[src/rtl/rfc_pkg.sv]
package rfc_pkg;
  typedef enum logic [1:0] {
    EVT_NONE   = 2'd0,
    EVT_PAUSE  = 2'd1,
    EVT_RESUME = 2'd2
  } flow_evt_e;
endpackage

[src/rtl/rfc_thresh.sv]
// Scales packed register fields into FIFO levels (field << SHIFT).
module rfc_thresh #(
  parameter int FIELD_W = 4,
  parameter int LEVEL_W = 7,
  parameter int SHIFT   = 2,
  parameter int NF      = 3
) (
  input  logic [NF*FIELD_W-1:0] fields,
  output logic [NF*LEVEL_W-1:0] levels
);
  genvar i;
  generate
    for (i = 0; i < NF; i++) begin : g_scale
      assign levels[i*LEVEL_W +: LEVEL_W] =
        LEVEL_W'(fields[i*FIELD_W +: FIELD_W]) << SHIFT;
    end
  endgenerate
endmodule

[src/rtl/rfc_pause_ctrl.sv]
// Sticky paused state with hysteresis between stop and restart levels.
module rfc_pause_ctrl
  import rfc_pkg::*;
#(
  parameter int LEVEL_W = 7
) (
  input  logic               clk,
  input  logic               rst,
  input  logic [LEVEL_W-1:0] level,
  input  logic [LEVEL_W-1:0] stop_lvl,
  input  logic [LEVEL_W-1:0] go_lvl,
  input  logic               cfg_ok,
  input  logic               enable,
  output logic               paused,
  output logic               paused_nxt,
  output flow_evt_e          evt
);
  always_comb begin
    evt = EVT_NONE;
    if (!paused && enable && cfg_ok && (level >= stop_lvl))
      evt = EVT_PAUSE;
    else if (paused && (level <= go_lvl))
      evt = EVT_RESUME;
  end

  always_comb begin
    case (evt)
      EVT_PAUSE:  paused_nxt = 1'b1;
      EVT_RESUME: paused_nxt = 1'b0;
      default:    paused_nxt = paused;
    endcase
  end

  always_ff @(posedge clk) begin
    if (rst) paused <= 1'b0;
    else     paused <= paused_nxt;
  end
endmodule

[src/rtl/rfc_signal_out.sv]
// Turns pause/resume events into an insert request or an RTS level.
module rfc_signal_out
  import rfc_pkg::*;
#(
  parameter int CHAR_W = 8
) (
  input  logic              clk,
  input  logic              rst,
  input  flow_evt_e         evt,
  input  logic              paused_nxt,
  input  logic              sw_en,
  input  logic              hw_en,
  input  logic [CHAR_W-1:0] pause_code,
  input  logic [CHAR_W-1:0] resume_code,
  input  logic              ack,
  output logic              req,
  output logic [CHAR_W-1:0] code,
  output logic              rts_n
);
  always_ff @(posedge clk) begin
    if (rst) begin
      req   <= 1'b0;
      code  <= '0;
      rts_n <= 1'b0;
    end else begin
      rts_n <= hw_en & paused_nxt;
      if (sw_en && (evt == EVT_PAUSE)) begin
        req  <= 1'b1;
        code <= pause_code;
      end else if (sw_en && (evt == EVT_RESUME)) begin
        req  <= 1'b1;
        code <= resume_code;
      end else if (ack) begin
        req  <= 1'b0;
      end
    end
  end
endmodule

[src/rtl/rx_flow_ctrl.sv]
module rx_flow_ctrl
  import rfc_pkg::*;
#(
  parameter int DEPTH   = 64,
  parameter int FIELD_W = 4,
  parameter int SHIFT   = 2,
  parameter int CHAR_W  = 8,
  localparam int LEVEL_W = $clog2(DEPTH + 1)
) (
  input  logic               clk,
  input  logic               rst,
  input  logic [LEVEL_W-1:0] rx_level,
  input  logic [2*FIELD_W-1:0] thr_cfg,
  input  logic [FIELD_W-1:0] trig_cfg,
  input  logic               sw_flow_en,
  input  logic               hw_flow_en,
  input  logic [CHAR_W-1:0]  pause_char,
  input  logic [CHAR_W-1:0]  resume_char,
  input  logic               ins_ack,
  output logic               ins_req,
  output logic [CHAR_W-1:0]  ins_char,
  output logic               rts_n,
  output logic               rx_trig_irq
);
  localparam int NF = 3;

  logic [NF*LEVEL_W-1:0] lvls;
  logic [LEVEL_W-1:0]    stop_lvl, go_lvl, trig_lvl;
  logic                  cfg_ok, paused, paused_nxt;
  flow_evt_e             evt;

  // field 0: stop, field 1: restart, field 2: interrupt trigger
  rfc_thresh #(
    .FIELD_W(FIELD_W), .LEVEL_W(LEVEL_W), .SHIFT(SHIFT), .NF(NF)
  ) u_thresh (
    .fields({trig_cfg, thr_cfg[2*FIELD_W-1:FIELD_W], thr_cfg[FIELD_W-1:0]}),
    .levels(lvls)
  );

  assign stop_lvl = lvls[0*LEVEL_W +: LEVEL_W];
  assign go_lvl   = lvls[1*LEVEL_W +: LEVEL_W];
  assign trig_lvl = lvls[2*LEVEL_W +: LEVEL_W];
  assign cfg_ok   = go_lvl < stop_lvl;

  rfc_pause_ctrl #(.LEVEL_W(LEVEL_W)) u_pause (
    .clk(clk), .rst(rst), .level(rx_level),
    .stop_lvl(stop_lvl), .go_lvl(go_lvl), .cfg_ok(cfg_ok),
    .enable(sw_flow_en | hw_flow_en),
    .paused(paused), .paused_nxt(paused_nxt), .evt(evt)
  );

  rfc_signal_out #(.CHAR_W(CHAR_W)) u_out (
    .clk(clk), .rst(rst), .evt(evt), .paused_nxt(paused_nxt),
    .sw_en(sw_flow_en), .hw_en(hw_flow_en),
    .pause_code(pause_char), .resume_code(resume_char),
    .ack(ins_ack), .req(ins_req), .code(ins_char), .rts_n(rts_n)
  );

  always_ff @(posedge clk) begin
    if (rst) rx_trig_irq <= 1'b0;
    else     rx_trig_irq <= (rx_level != '0) && (rx_level >= trig_lvl);
  end
endmodule

[config.mk]
export PLATFORM = sky130hd
export DESIGN_NAME = rx_flow_ctrl
export DESIGN_NICKNAME = d
export VERILOG_FILES = /design/src/rtl/rfc_pkg.sv /design/src/rtl/rfc_thresh.sv /design/src/rtl/rfc_pause_ctrl.sv /design/src/rtl/rfc_signal_out.sv /design/src/rtl/rx_flow_ctrl.sv
export SDC_FILE = /design/constraint.sdc
export NUM_CORES = 1
export LEC_CHECK = 0
export BUFFER_PORTS_ARGS = -buffer_cell sky130_fd_sc_hd__buf_4
export CORE_ASPECT_RATIO = 0.6
export CORE_MARGIN = 4
export CORE_UTILIZATION = 40
export CTS_CLUSTER_DIAMETER = 100
export DETAILED_ROUTE_END_ITERATION = 12
export GPL_ROUTABILITY_DRIVEN = 0
export PLACE_DENSITY = 0.83
export SLEW_MARGIN = 20
export SYNTH_ARGS = -nofsm -noshare
export SYNTH_HDL_FRONTEND = slang
export SYNTH_SLANG_ARGS = --single-unit
[constraint.sdc]
create_clock -name clk -period 2.01 [get_ports clk]
set_clock_uncertainty 0.05 [all_clocks]
set_input_delay 0.402 -clock clk [delete_from_list [all_inputs] [get_ports clk]]
set_output_delay 0.402 -clock clk [all_outputs]
set_load 0.005 [all_outputs]
Word level (Yosys, flattened, before mapping)
Cells that the tools add are included.

Order comparisons: 4. Equality and inequality tests: 2. Mux-type cells: 8. Bitwise logic cells: 2. Reductions and logical operators: 11.

Operators with widths (count): $mux W8 (2); $ge A7 B6 Y1 (2); $le A7 B6 Y1 (1); $logic_and A1 B1 Y1 (7); $reduce_bool A7 Y1 (1); $lt A6 B6 Y1 (1); $mux W2 (2); $mux W1 (3); $reduce_bool A3 Y1 (1); $eq A2 B1 Y1 const B (1); $eq A2 B2 Y1 const B (1); $pmux W1 S2 (1); $reduce_bool A2 Y1 (1); $and A1 B1 Y1 (1); $logic_not A1 Y1 (1); $or A1 B1 Y1 (1).

Register bits after elaboration: 12.

Longest topological paths before layout
Gate-level depths: netlist of run 1.

Depth after elaboration: 9. Gate-level depth with buffers: 9. Depth with buffers taken out: 7.

By module
Synthesis of run 1 repeated with hierarchy kept, for this count alone.

Cell total of the unflattened synthesis: 182. Area total of the unflattened synthesis: 1406.3 sq um.

Modules (own cells, without submodules): rfc_signal_out (times used 1, cells each 56, area each 469.2 sq um); rfc_pause_ctrl (times used 1, cells each 56, area each 412.9 sq um); rx_flow_ctrl (times used 1, cells each 48, area each 362.8 sq um); rfc_thresh (times used 1, cells each 22, area each 161.4 sq um).

Worst setup path after synthesis of run 1
Ideal clock, no wire load.

Path type: input to register. From: in thr_cfg[1]. To: reg u_out.code[0]. Library setup time: 0.124 ns. Arrival: 1.986 ns. Setup slack: -0.149 ns. Stages: 9. Path buffers: 2. Path through: inv_1 ha_1 nor2b_1 a311o_1 a2111oi_4 buf_6 or2_2 buf_6 a21oi_1.

Word-level cells in the longest chain between the ends: 7.

Ends and longest elaborated chain: from (decl) (line rx_flow_ctrl.sv:13) `input logic [2*FIELD_W-1:0] thr_cfg,`; $lt A6 B6 Y1 (line rx_flow_ctrl.sv:43) `assign cfg_ok = go_lvl < stop_lvl;`; $logic_and A1 B1 Y1 (line rfc_pause_ctrl.sv:20) `if (!paused && enable && cfg_ok && (level >= stop_lvl))`; $logic_and A1 B1 Y1 (*) (line rfc_pause_ctrl.sv:20); $mux W2 (*) (line rfc_pause_ctrl.sv:20); $eq A2 B1 Y1 or $eq A2 B2 Y1 (tied branches) (line rfc_signal_out.sv:27, rfc_signal_out.sv:30); $logic_and A1 B1 Y1, on equally long branches (line rfc_signal_out.sv:27, rfc_signal_out.sv:30); $mux W8 or $reduce_bool A2 Y1 (tied branches); to (signal assigned) (line rfc_signal_out.sv:29) `code <= pause_code;`; to (signal assigned) (line rfc_signal_out.sv:32) `code <= resume_code;`; to (decl) (line rfc_signal_out.sv:17) `output logic [CHAR_W-1:0] code,`.

Every way passes the cells marked *; elsewhere a longest branch is shown, timed or not. A chain may end at the register's enable or synchronous reset.

Worst setup path after layout of run 1
From: in rx_level[2]. To: reg u_out.code[0].

Word-level cells in the longest chain between the ends: 7.

Ends and longest elaborated chain: from (decl) (line rx_flow_ctrl.sv:12) `input logic [LEVEL_W-1:0] rx_level,`; $le A7 B6 Y1 (line rfc_pause_ctrl.sv:22) `else if (paused && (level <= go_lvl))`; $logic_and A1 B1 Y1 (line rfc_pause_ctrl.sv:22); $mux W2 (line rfc_pause_ctrl.sv:22); $mux W2 (*) (line rfc_pause_ctrl.sv:20); $eq A2 B1 Y1 or $eq A2 B2 Y1 (tied branches) (line rfc_signal_out.sv:27, rfc_signal_out.sv:30); $logic_and A1 B1 Y1, on equally long branches (line rfc_signal_out.sv:27, rfc_signal_out.sv:30); $mux W8 or $reduce_bool A2 Y1 (tied branches).

Marks and branches as above.

==> results of run 1 <==
==> timing repair <==
action	4_1_cts	5_1_grt
hold endpoints to repair	0	0
pin swaps	7	3
hold buffers	0	0
cloned	2	0
endpoints found under the setup margin	8	11
setup buffers	2	0
resized for setup	19	10
==> power breakdown <==
| group | internal [uW] | switching, uW | leakage [uW] | total (uW) |
|---|---|---|---|---|
| Clock | 132 | 88.0 | 0.0000216 | 220 |
| Sequential | 265 | 21.1 | 0.0000988 | 286 |
| Combinational | 200 | 179 | 0.000643 | 379 |
| Total | 596 | 288 | 0.000763 | 885 |
==> cells in the mapped netlist <==
master	n
sky130_fd_sc_hd__nor2_1	4
sky130_fd_sc_hd__nand2_1	3
sky130_fd_sc_hd__nor3_1	2
sky130_fd_sc_hd__dfxtp_1	12
sky130_fd_sc_hd__ha_1	15
sky130_fd_sc_hd__a22o_1	1
sky130_fd_sc_hd__a2111oi_4	1
sky130_fd_sc_hd__nor4_1	1
sky130_fd_sc_hd__inv_1	12
sky130_fd_sc_hd__nor2b_1	1
sky130_fd_sc_hd__nand4_1	1
sky130_fd_sc_hd__or2b_2	1
sky130_fd_sc_hd__o211ai_2	1
sky130_fd_sc_hd__a211oi_1	1
sky130_fd_sc_hd__a21oi_2	1
sky130_fd_sc_hd__o22a_2	1
sky130_fd_sc_hd__a311o_1	1
sky130_fd_sc_hd__or2_1	1
sky130_fd_sc_hd__buf_6	3
sky130_fd_sc_hd__or2_2	1
sky130_fd_sc_hd__nand2b_1	1
sky130_fd_sc_hd__a21oi_1	15
sky130_fd_sc_hd__o41ai_1	1
sky130_fd_sc_hd__or3_1	2
sky130_fd_sc_hd__mux2i_1	8
sky130_fd_sc_hd__or4_1	2
sky130_fd_sc_hd__clkinv_1	1
sky130_fd_sc_hd__o31ai_1	8
sky130_fd_sc_hd__o21ai_0	5
==> path summary, 6_finish.rpt <==
path                  start            end  cells after the start
max             rx_level[2]  u_out.code[0]                      9
min                     rst      u_out.req                      2
max reg2reg  u_pause.paused  u_out.code[1]                      6
min reg2reg       u_out.req      u_out.req                      2
==> cell type report <==
| class | instances | area share |
|---|---|---|
| repair buffers | 65 | 0.2974 |
| well taps | 30 | 0.02203 |
| flip-flops and latches | 12 | 0.1410 |
| clock buffers | 3 | 0.02423 |
| inverters | 13 | 0.03010 |
| multi-input cells | 80 | 0.4853 |
==> layer usage <==
| layer | part of all wire | GRT usage | up-vias |
|---|---|---|---|
| met5 | 0 | 0 | - |
| met4 | 0.047 | 0.1536 | 0 |
| met3 | 0.095 | 0.07489 | 24 |
| met2 | 0.48 | 0.4530 | 81 |
| met1 | 0.38 | 0.2758 | 539 |
| li1 | - | - | 534 |
==> cell usage in the layout, fill, tap and decap left out, drive strengths merged, types with 2 or more instances in the layout <==
master and n:
or2 3, o31ai 8, mux2i 8, inv 12, or4 2, nor2 4, or3 2, nor3 2
a21oi 16, clkbuf 3, dfxtp 12, nand2 3, buf 65, ha 15, o21ai 5
==> through the flow <==
stage | utilization | worst slack [ps] | setup TNS (ps) | instances | total power, uW
6_report | 0.7704 | -68.83 | -385.0 | 203 | 884.6
5_1_grt | 0.7704 | -114.1 | -855.2 | 203 | 927.9
4_1_cts | 0.7449 | -25.66 | -94.95 | 203 | 841.4
3_5_place_dp | 0.6686 | -265.9 | -2491 | 196 | 585.6
3_3_place_gp | 0.6686 | -203.8 | -1899 | 196 | 572.0
2_1_floorplan | - | 0.2663 | 0 | 107 | 433.7
==> cells by family after synthesis <==
| logic type | after synthesis |
|---|---|
| AOI/OAI and AO/OA | 36 |
| and+or+nand+nor | 20 |
| buffers and inverters | 16 |
| adders and majority gates | 15 |
| DFF | 12 |
| muxes | 8 |
==> state kept, by name, indices dropped and copies added, names as in the netlist <==
| signal | cells |
|---|---|
| u_out.req | 1 |
| rx_trig_irq | 1 |
| u_pause.paused | 1 |
| u_out.rts_n | 1 |
| u_out.code | 8 |
==> flow_metrics.py, run 1 <==
metrics = {
    "synth": {
        "combinational_family_with_the_most_area_after_synthesis": "compound AO/OA/AOI/OAI gates",
        "yosys-top-cells-area": "sky130_fd_sc_hd__dfxtp_1 25%, sky130_fd_sc_hd__ha_1 20%, sky130_fd_sc_hd__mux2i_1 8.4%, sky130_fd_sc_hd__a21oi_1 7.9%, sky130_fd_sc_hd__o31ai_1 6.3%",
        "synth-simple-area-share": 0.1153,
        "ys_ff_latch": 12,
        "adder_and_majority_gate_portion_of_the_synthesized_area": 0.1966,
        "synth_compound_area_frac": 0.2661,
        "muxShareOfSynthArea": 0.08388,
        "post_synthesis_cell_type_count": 29,
        "ys.warnings.count": 0,
        "postSynthNetCount": 162,
        "synthesis.instances": 107,
        "synth.yosys.seq_area_share": 0.2516,
        "synth.top_cell.area_share": 0.2516,
        "xor_xnor_fraction_of_synth_area": 0,
        "syn_area_per_cell_um2": 8.922,
        "synth.cell_area_um2": 954.7,
        "synth.largest_area_cell": "sky130_fd_sc_hd__dfxtp_1",
    },
    "routing": {
        "count_of_nets_left_with_antenna_violations_after_detail_routing": 0,
        "initialDrtViolationCount": 69,
        "wirelength_um": 4316,
        "vias_per_cell": 5.803,
        "drc": 0,
        "via_count": 1178,
        "post_drt_wl_per_cell_um": 21.26,
        "firstDrtPassIters": 4,
    },
    "worst_setup_path": {
        "timing.critical_path.fanout_max": 8,
        "crit_buf_inv": 4,
        "crit_path_top_delay_cell": "sky130_fd_sc_hd__a2111oi_4",
        "max_stage_delay_ps": 450,
        "worst-endpoint-arrival_ps": 2200,
        "cp_top_family": "compound AO/OA/AOI/OAI gates",
        "crit_top_cell": "sky130_fd_sc_hd__buf_4",
        "endpoint_kind": "register",
        "worstSetupStartpointType": "input pin",
        "r2r_setup_slack_ps": 160,
        "cp.required_ps": 2140,
        "path_cells": "buf_4 > inv_2 > buf_4 > ha_2 > a311o_1 > a2111oi_4 > buf_6 > o31ai_1 > a21oi_2",
        "critPathKind": "in -> reg",
    },
    "timing": {
        "setup_viol": 9,
        "timing_hold_violations_final": 0,
        "hold_slack_ps": 319.0,
        "final_min_period_over_clock_period": 1.034,
        "final_period_minus_worst_setup_slack_ps": 2079,
        "finalMaxSlewViolations": 0,
        "fmax_mhz": 481.0,
        "grt_setup_unrepaired": "true",
        "layout_setup_ws_ps": -68.83,
        "max_slew_margin": 0.7236,
        "timing_worst_slew_pin_value_ps": 414.6,
    },
    "finish": {
        "finish.net_count": 230,
        "fillCellCount": 144,
        "seqCellArea_um2": 240.2,
        "multi_input_area_um2": 827.0,
        "stdcell_area_um2": 1704,
        "area_growth_syn_to_fin_pct": 78.51,
        "drive_gt1_frac": 0.5838,
        "num_antenna_cells": 0,
    },
    "clock_network": {
        "worst_skew_pair_latency_ps": 240,
        "clock_tree.root_cell": "sky130_fd_sc_hd__clkbuf_8",
        "tritoncts": "yes",
        "path_clk_slew_ps": 50,
        "clock_sinks": 12,
        "ctsLongestPathBuffers": 2,
        "cts_buffers": 3,
        "cts_htree_levels": 1,
    },
    "run": {
        "cap_viol_max_count": 0,
    },
    "global_route": {
        "global_route.usage.total": 0.2543,
        "grt_first_pass_wirelength_um": 6147,
        "antenna_found_initial": 0,
        "grt_start_max_net_pins": 11,
        "overflow_left_after_global_routing": 0,
        "grt_pass1_vias": 1232,
    },
    "die": {
        "dieHeight_um": 45.84,
        "initial_util": 0.4316,
        "fp.dieArea_um2": 3258,
        "die_x_um": 71.07,
        "io_pins": 51,
        "core_area_um2": 2212,
        "std_cell_rows": 13,
    },
    "power": {
        "power_per_cell_area_nw_per_um2": 519.1,
        "vdd.ir_drop.worst_mv": 0.4292,
        "p_leak_uw": 0.0007632,
    },
    "placed_design": {
        "place_area_um2": 1479,
        "port_buffers": 50,
        "dp_hpwl_um": 2555,
    },
    "hold_path": {
        "worst_hold_path_type": "in -> reg",
    },
    "outcome": {
        "outcome": "finished with violations",
        "failed_checks": "negative setup slack",
    },
}
Note: power is estimated with default switching activity, not from simulation.
==> inputs of run 2 (changes only) <==
--- a/config.mk
+++ b/config.mk
@@ -8,12 +8,14 @@
 export BUFFER_PORTS_ARGS = -buffer_cell sky130_fd_sc_hd__buf_4
 export CORE_ASPECT_RATIO = 0.6
 export CORE_MARGIN = 4
-export CORE_UTILIZATION = 40
+export CORE_UTILIZATION = 45
 export CTS_CLUSTER_DIAMETER = 100
 export DETAILED_ROUTE_END_ITERATION = 12
 export GPL_ROUTABILITY_DRIVEN = 0
-export PLACE_DENSITY = 0.83
+export PLACE_DENSITY = 0.85
+export REMOVE_ABC_BUFFERS = 1
 export SLEW_MARGIN = 20
 export SYNTH_ARGS = -nofsm -noshare
 export SYNTH_HDL_FRONTEND = slang
+export SYNTH_HIERARCHICAL = 1
 export SYNTH_SLANG_ARGS = --single-unit
==> flow_metrics.py, run 2 <==
metrics = {
    "outcome": {
        "outcome": "finished with violations",
        "failed_checks": "negative setup slack",
    },
    "finish": {
        "num_antenna_cells": 0,
        "area_growth_syn_to_fin_pct": 53.65,
        "stdcell_area_um2": 2161,
        "fillCellCount": 212,
        "most_frequent_cells_in_the_layout": "57 x sky130_fd_sc_hd__buf_4, 21 x sky130_fd_sc_hd__inv_1, 17 x sky130_fd_sc_hd__ha_1, 13 x sky130_fd_sc_hd__nand2_1, 12 x sky130_fd_sc_hd__dfxtp_1",
        "most_flop_heavy_register": "u_out/code",
        "finish.net_count": 305,
        "finish.utilization": 0.7380,
        "max_reg_flops": 8,
        "drive_gt1_frac": 0.4979,
        "final_common_cell": "sky130_fd_sc_hd__buf_4",
    },
    "worst_setup_path": {
        "worst-endpoint-arrival_ps": 2210,
        "cp.required_ps": 2110,
        "worstSetupStartpointType": "input pin",
        "critPathKind": "in -> reg",
        "timing.reg2reg.worst_path_depth": 6,
        "endpoint_kind": "register",
        "timing.critical_path.fanout_max": 6,
    },
    "synth": {
        "synth.top_cell.area_share": 0.2402,
        "post_synth_edffs": 0,
        "syn_area_per_cell_um2": 7.727,
        "synth.cell_area_um2": 1406,
        "combinational_family_with_the_most_area_after_synthesis": "adder cells",
        "muxShareOfSynthArea": 0.007117,
        "ys.warnings.count": 6,
        "ys_ff_latch": 12,
        "adder_and_majority_gate_portion_of_the_synthesized_area": 0.2402,
        "synthTopCellsByCount": "27 x sky130_fd_sc_hd__ha_1, 27 x sky130_fd_sc_hd__inv_1, 22 x sky130_fd_sc_hd__buf_4",
        "ys_dominant_reg_cell": "sky130_fd_sc_hd__dfxtp_1",
        "synth_compound_area_frac": 0.1922,
        "synthesis.instances": 182,
        "synth-simple-area-share": 0.1762,
        "post_synthesis_cell_type_count": 34,
        "xor_xnor_fraction_of_synth_area": 0.01157,
        "synthArstFlopShare": 0,
        "yosys-top-cells-area": "sky130_fd_sc_hd__ha_1 24%, sky130_fd_sc_hd__dfxtp_1 17%, sky130_fd_sc_hd__buf_4 12%, sky130_fd_sc_hd__inv_1 7.2%, sky130_fd_sc_hd__a21oi_1 5.7%",
        "synth.yosys.seq_area_share": 0.1708,
        "synth.largest_area_cell": "sky130_fd_sc_hd__ha_1",
    },
    "routing": {
        "post_drt_wl_per_cell_um": 14.82,
        "drc": 0,
        "via_count": 1405,
        "vias_per_cell": 5.036,
        "firstDrtPassIters": 4,
        "initialDrtViolationCount": 38,
        "count_of_nets_left_with_antenna_violations_after_detail_routing": 0,
        "wirelength_um": 4134,
    },
    "power": {
        "vdd.ir_drop.worst_mv": 0.2185,
        "power_per_cell_area_nw_per_um2": 465.2,
        "p_leak_uw": 0.001006,
        "switching_part_of_the_total_power": 0.3203,
        "power_report.internal_total_uw": 683.2,
        "switching_power_uw": 322.0,
        "share_clk_of_total_power": 0.264,
        "p_comb_frac": 0.466,
        "share_seq_of_total_power": 0.270,
    },
    "placed_design": {
        "place_area_um2": 1813,
        "dp_hpwl_um": 2918,
        "port_buffers": 50,
    },
    "die": {
        "dieHeight_um": 51.31,
        "die_x_um": 80.17,
        "io_pins": 51,
        "std_cell_rows": 15,
        "core_area_um2": 2928,
        "initial_util": 0.4803,
        "fp.dieArea_um2": 4113,
    },
    "global_route": {
        "grt_start_max_net_pins": 14,
        "grt_first_pass_wirelength_um": 6009,
        "antenna_found_initial": 0,
        "grt_pass1_vias": 1368,
        "overflow_left_after_global_routing": 0,
        "global_route.usage.total": 0.1909,
    },
    "clock_network": {
        "ctsLongestPathBuffers": 2,
        "clock_tree.root_cell": "sky130_fd_sc_hd__clkbuf_8",
        "path_clk_slew_ps": 50,
        "tritoncts": "yes",
        "cts_buffers": 3,
        "cts_htree_levels": 1,
        "clock_sinks": 12,
        "worst_skew_pair_latency_ps": 240,
    },
    "timing": {
        "fmax_mhz": 475.3,
        "finalMaxSlewViolations": 0,
        "grt_setup_unrepaired": "true",
        "timing_hold_violations_final": 0,
        "final_period_minus_worst_setup_slack_ps": 2104,
        "setup_viol": 7,
        "final_min_period_over_clock_period": 1.047,
        "totalNegativeSetupSlack_ps": -474.7,
        "layout_setup_ws_ps": -93.78,
    },
    "hold_path": {
        "worst_hold_path_type": "in -> reg",
        "min_delay_path_depth": 3,
    },
    "run": {
        "cap_viol_max_count": 0,
    },
}
run 2: cell types whose count changed after synthesis, moves of 3 or more:
| cell | before | now |
|---|---|---|
| sky130_fd_sc_hd__buf_4 | 0 | 22 |
| sky130_fd_sc_hd__buf_6 | 3 | 0 |
| sky130_fd_sc_hd__nor2_1 | 4 | 7 |
| sky130_fd_sc_hd__mux2i_1 | 8 | 1 |
| sky130_fd_sc_hd__nand2_1 | 3 | 18 |
| sky130_fd_sc_hd__a311oi_1 | 0 | 7 |
| sky130_fd_sc_hd__ha_1 | 15 | 27 |
| sky130_fd_sc_hd__nand3_1 | 0 | 4 |
| sky130_fd_sc_hd__nand3b_1 | 0 | 3 |
| sky130_fd_sc_hd__inv_1 | 12 | 27 |
| sky130_fd_sc_hd__o31ai_1 | 8 | 0 |
run 2: power groups by stage:
stage / Sequential [uW] / Clock (uW) / Combinational (uW)
after CTS: 270 / 270 / 414
final: 272 / 265 / 469
after global routing: 274 / 281 / 509
after detailed placement: 275 / 0 / 354
after floorplan: 277 / 0 / 168
after global placement: 275 / 0 / 344
run 2: final timing paths:
check,start,end,slack [ps]
setup / recovery,rx_level[4],u_out/code[0],-90
hold / removal,hw_flow_en,u_out/rts_n,340
setup reg to reg,u_pause/paused,u_out/code[0],480
hold reg to reg,u_pause/paused,u_pause/paused,470
run 2: routing by layer:
metal | track usage | wire length, um | vias to the layer above
li1 | - | - | 709
met5 | 0 | 0 | -
met2 | 0.3228 | 2036 | 40
met3 | 0.03345 | 212 | 6
met1 | 0.2495 | 1831 | 650
met4 | 0.05337 | 53 | 0
run 2: area by class of cell:
cell class / count / area, um2 / area share
Multi-Input combinational cell: 126 / 1151 / 0.5327
Timing Repair Buffer: 68 / 555.5 / 0.2571
Sequential cell: 12 / 240.2 / 0.1112
Inverter: 27 / 106.4 / 0.04922
Clock buffer: 4 / 55.05 / 0.02548
Tap cell: 42 / 52.55 / 0.02432
run 2: cells by family (layout without fill, tap and decap cells):
family                     after synthesis  count (layout)
muxes                                    1               1
DFF                                     12              12
and+or+nand+nor                         47              47
adders and majority gates               27              27
other                                    1               9
buffers and inverters                   52              99
xor gates and xnor gates                 1               1
AOI/OAI and AO/OA                       41              41
run 2: critical path, cell delays in order:
cell	delay (ps)
sky130_fd_sc_hd__buf_6	110
sky130_fd_sc_hd__ha_4	270
sky130_fd_sc_hd__nand4_1	170
sky130_fd_sc_hd__or2_4	320
sky130_fd_sc_hd__o21ai_4	70
sky130_fd_sc_hd__and2_4	210
sky130_fd_sc_hd__xor2_4	180
sky130_fd_sc_hd__buf_6	150
sky130_fd_sc_hd__a21oi_1	80
sky130_fd_sc_hd__a311oi_2	240
run 2: per-stage QoR:
stage	hold slack [ps]	power, uW	setup slack (ps)	instances
2_1_floorplan	423.6	444.7	-372.3	165
3_3_place_gp	451.7	618.9	-392.8	274
3_5_place_dp	450.6	628.9	-533.3	274
4_1_cts	342.0	954.7	-50.08	279
5_1_grt	378.1	1064	-196.5	279
6_report	343.3	1005	-93.78	279
run 2: repair_timing:
item / in CTS / in global routing
setup endpoints to repair: 9 / 9
pin swaps: 20 / 17
buffers inserted: 2 / 0
cloned: 0 / 0
gates resized for setup: 40 / 25
hold buffers: 0 / 0
==> inputs of run 3 (changes only) <==
--- a/config.mk
+++ b/config.mk
@@ -5,14 +5,15 @@
 export SDC_FILE = /design/constraint.sdc
 export NUM_CORES = 1
 export LEC_CHECK = 0
+export ABC_AREA = 1
 export BUFFER_PORTS_ARGS = -buffer_cell sky130_fd_sc_hd__buf_4
 export CORE_ASPECT_RATIO = 0.6
 export CORE_MARGIN = 4
-export CORE_UTILIZATION = 45
+export CORE_UTILIZATION = 46
 export CTS_CLUSTER_DIAMETER = 100
 export DETAILED_ROUTE_END_ITERATION = 12
 export GPL_ROUTABILITY_DRIVEN = 0
-export PLACE_DENSITY = 0.85
+export PLACE_DENSITY = 0.84
 export REMOVE_ABC_BUFFERS = 1
 export SLEW_MARGIN = 20
 export SYNTH_ARGS = -nofsm -noshare
==> flow_metrics.py, run 3 <==
metrics = {
    "die": {
        "std_cell_rows": 16,
        "die_x_um": 83.76,
        "fp.dieArea_um2": 4477,
        "initial_util": 0.4825,
        "core_area_um2": 3283,
        "io_pins": 51,
        "dieHeight_um": 53.46,
    },
    "routing": {
        "initialDrtViolationCount": 65,
        "vias_per_cell": 4.697,
        "drc": 0,
        "wirelength_um": 4220,
        "firstDrtPassIters": 4,
        "count_of_nets_left_with_antenna_violations_after_detail_routing": 0,
        "post_drt_wl_per_cell_um": 12.52,
        "via_count": 1583,
    },
    "power": {
        "p_comb_frac": 0.445,
        "share_clk_of_total_power": 0.281,
        "switching_power_uw": 320.0,
        "vdd.ir_drop.worst_mv": 0.3111,
        "power_report.internal_total_uw": 638.4,
        "power_per_cell_area_nw_per_um2": 435.2,
        "share_seq_of_total_power": 0.274,
        "p_leak_uw": 0.001148,
        "switching_part_of_the_total_power": 0.3339,
    },
    "placed_design": {
        "place_area_um2": 1994,
        "dp_hpwl_um": 3130,
        "port_buffers": 50,
    },
    "synth": {
        "synth.top_cell.area_share": 0.2133,
        "synth.yosys.seq_area_share": 0.1517,
        "synthArstFlopShare": 0,
        "synth.largest_area_cell": "sky130_fd_sc_hd__ha_1",
        "ys_ff_latch": 12,
        "synthMostInstantiatedCell": "sky130_fd_sc_hd__nand2_1",
        "post_synth_edffs": 0,
        "syn_area_per_cell_um2": 6.684,
        "synth.cell_area_um2": 1584,
        "ys.warnings.count": 6,
        "ys_dominant_reg_cell": "sky130_fd_sc_hd__dfxtp_1",
        "post_synthesis_cell_type_count": 27,
        "synthTopCellsByCount": "52 x sky130_fd_sc_hd__nand2_1, 47 x sky130_fd_sc_hd__inv_1, 27 x sky130_fd_sc_hd__ha_1",
        "synthesis.instances": 237,
        "yosys-top-cells-area": "sky130_fd_sc_hd__ha_1 21%, sky130_fd_sc_hd__dfxtp_1 15%, sky130_fd_sc_hd__nand2_1 12%, sky130_fd_sc_hd__inv_1 11%, sky130_fd_sc_hd__buf_4 10%",
    },
    "worst_setup_path": {
        "crit_buf_inv": 5,
        "crit-reg2reg-capture": "u_out/code[5]",
        "critPathLaunch": "thr_cfg[6]",
        "r2r_setup_slack_ps": 530,
        "worst-endpoint-arrival_ps": 2110,
        "timing.critical_path.fanout_max": 4,
        "cp.required_ps": 2140,
        "critical_path_stages": 16,
        "cp_top_family": "buffers and inverters",
        "reg2reg_from": "u_pause/paused",
        "critPathCapture": "u_out/code[5]",
        "timing.reg2reg.worst_path_depth": 10,
        "crit_path_top_delay_cell": "sky130_fd_sc_hd__ha_4",
        "crit_top_cell": "sky130_fd_sc_hd__nand2_1",
        "worstSetupStartpointType": "input pin",
        "endpoint_kind": "register",
        "max_stage_delay_ps": 210,
        "critPathKind": "in -> reg",
        "path_cells": "buf_4 > inv_2 > ha_4 > nand2_1 > nand2_1 > a21oi_2 > nand2_2 > a21oi_2 > buf_4 > inv_4 > nand3_4 > buf_4 > nand2_1 > nand2_1 > nand2_1 > a21oi_2",
    },
    "clock_network": {
        "cts_htree_levels": 1,
        "ctsLongestPathBuffers": 2,
        "clock_tree.root_cell": "sky130_fd_sc_hd__clkbuf_8",
        "cts_buffers": 3,
        "path_clk_slew_ps": 60,
        "tritoncts": "yes",
        "clock_sinks": 12,
        "worst_skew_pair_latency_ps": 240,
        "cts.repair_timing.setup_buffer_count": 0,
        "postCtsHoldBufs": 0,
    },
    "outcome": {
        "outcome": "completed",
    },
    "run": {
        "cap_viol_max_count": 0,
    },
    "global_route": {
        "grt_start_max_net_pins": 13,
        "grt_pass1_vias": 1426,
        "grt_first_pass_wirelength_um": 6361,
        "antenna_found_initial": 0,
        "global_route.usage.total": 0.1775,
        "overflow_left_after_global_routing": 0,
    },
    "timing": {
        "finalMaxSlewViolations": 0,
        "final_period_minus_worst_setup_slack_ps": 1977,
        "setup_viol": 0,
        "timing_hold_violations_final": 0,
        "hold_slack_ps": 371.0,
        "final_min_period_over_clock_period": 0.9836,
        "fmax_mhz": 505.8,
    },
    "finish": {
        "most_flop_heavy_register": "u_out/code",
        "max_reg_flops": 8,
        "finish.net_count": 360,
        "most_frequent_cells_in_the_layout": "64 x sky130_fd_sc_hd__buf_4, 50 x sky130_fd_sc_hd__nand2_1, 43 x sky130_fd_sc_hd__inv_1, 20 x sky130_fd_sc_hd__ha_1, 12 x sky130_fd_sc_hd__dfxtp_1",
        "num_antenna_cells": 0,
        "finish.utilization": 0.6707,
        "drive_gt1_frac": 0.3801,
        "area_growth_syn_to_fin_pct": 39.02,
        "final_common_cell": "sky130_fd_sc_hd__buf_4",
        "stdcell_area_um2": 2202,
    },
    "hold_path": {
        "worst_hold_path_type": "in -> reg",
    },
}
==> run 3: changes by cell type after synthesis, sizes merged, moves of 4 or more <==
cell	change
nand4	+7
a211oi	-4
inv	+21
nand3	+11
nand2	+40
a311oi	-7
nor2	+7
==> run 3: area by class of cell <==
cell class / instances / area, um2
tap: 45 / 56.30
timing repair buffer: 68 / 534.3
fill: 274 / 1081
clock buffer: 4 / 55.05
inverter: 48 / 185.2
multi-input combinational: 160 / 1131
sequential: 12 / 240.2
==> run 3: worst min path at each step <==
stage,cells after the start,to,from
5_1_grt,3,u_out/rts_n,hw_flow_en
2_1_floorplan,2,u_pause/paused,u_pause/paused
4_1_cts,3,u_out/rts_n,hw_flow_en
3_5_place_dp,2,u_out/code[0],u_out/code[0]
6_report,3,u_out/rts_n,hw_flow_en
3_3_place_gp,2,u_out/code[5],u_out/code[5]
==> run 3: what timing repair did <==
item / CTS / global route
setup endpoints to repair: 0 / 9
hold endpoints to repair: 0 / 0
resized for setup: 0 / 32
==> run 3: kinds of logic after synthesis <==
| kind of cell | count (synthesis) | synth area share |
|---|---|---|
| flops | 12 | 0.1517 |
| buf+inv | 73 | 0.2393 |
| compound gates | 23 | 0.08531 |
| fa+ha+maj | 27 | 0.2133 |
| other cells | 1 | 0.002367 |
| simple gates | 101 | 0.3081 |
==> run 3: per-layer routing <==
layer	wire length (um)	GRT usage	vias up
li1	-	-	832
met4	59	0.03743	0
met5	0	0	-
met3	169	0.03733	6
met2	1985	0.2850	43
met1	2005	0.2455	702
==> run 3: through the flow <==
step                TNS (ps)  worst slack, ps  power [uW]  instances
finish                     0            33.06       958.3        337
CTS                        0            45.04       901.3        337
global route          -100.3           -56.19        1026        337
global placement       -1117           -137.1       618.1        333
detailed placement     -1607           -201.2       628.1        333
floorplan             -796.3           -136.4       450.9        220
==> run 3: power by group through the flow <==
stage / clock network [uW] / registers, uW / logic (uW)
global route: 287 / 264 / 475
CTS: 274 / 262 / 365
detailed placement: 0 / 267 / 361
floorplan: 0 / 267 / 183
finish: 269 / 263 / 426
global placement: 0 / 267 / 351
==> run 3: worst min-delay path: cells and delay by family <==
kind	cells	cell delay [ps]
buffers and inverters	1	120
AND/OR/NAND/NOR	2	90
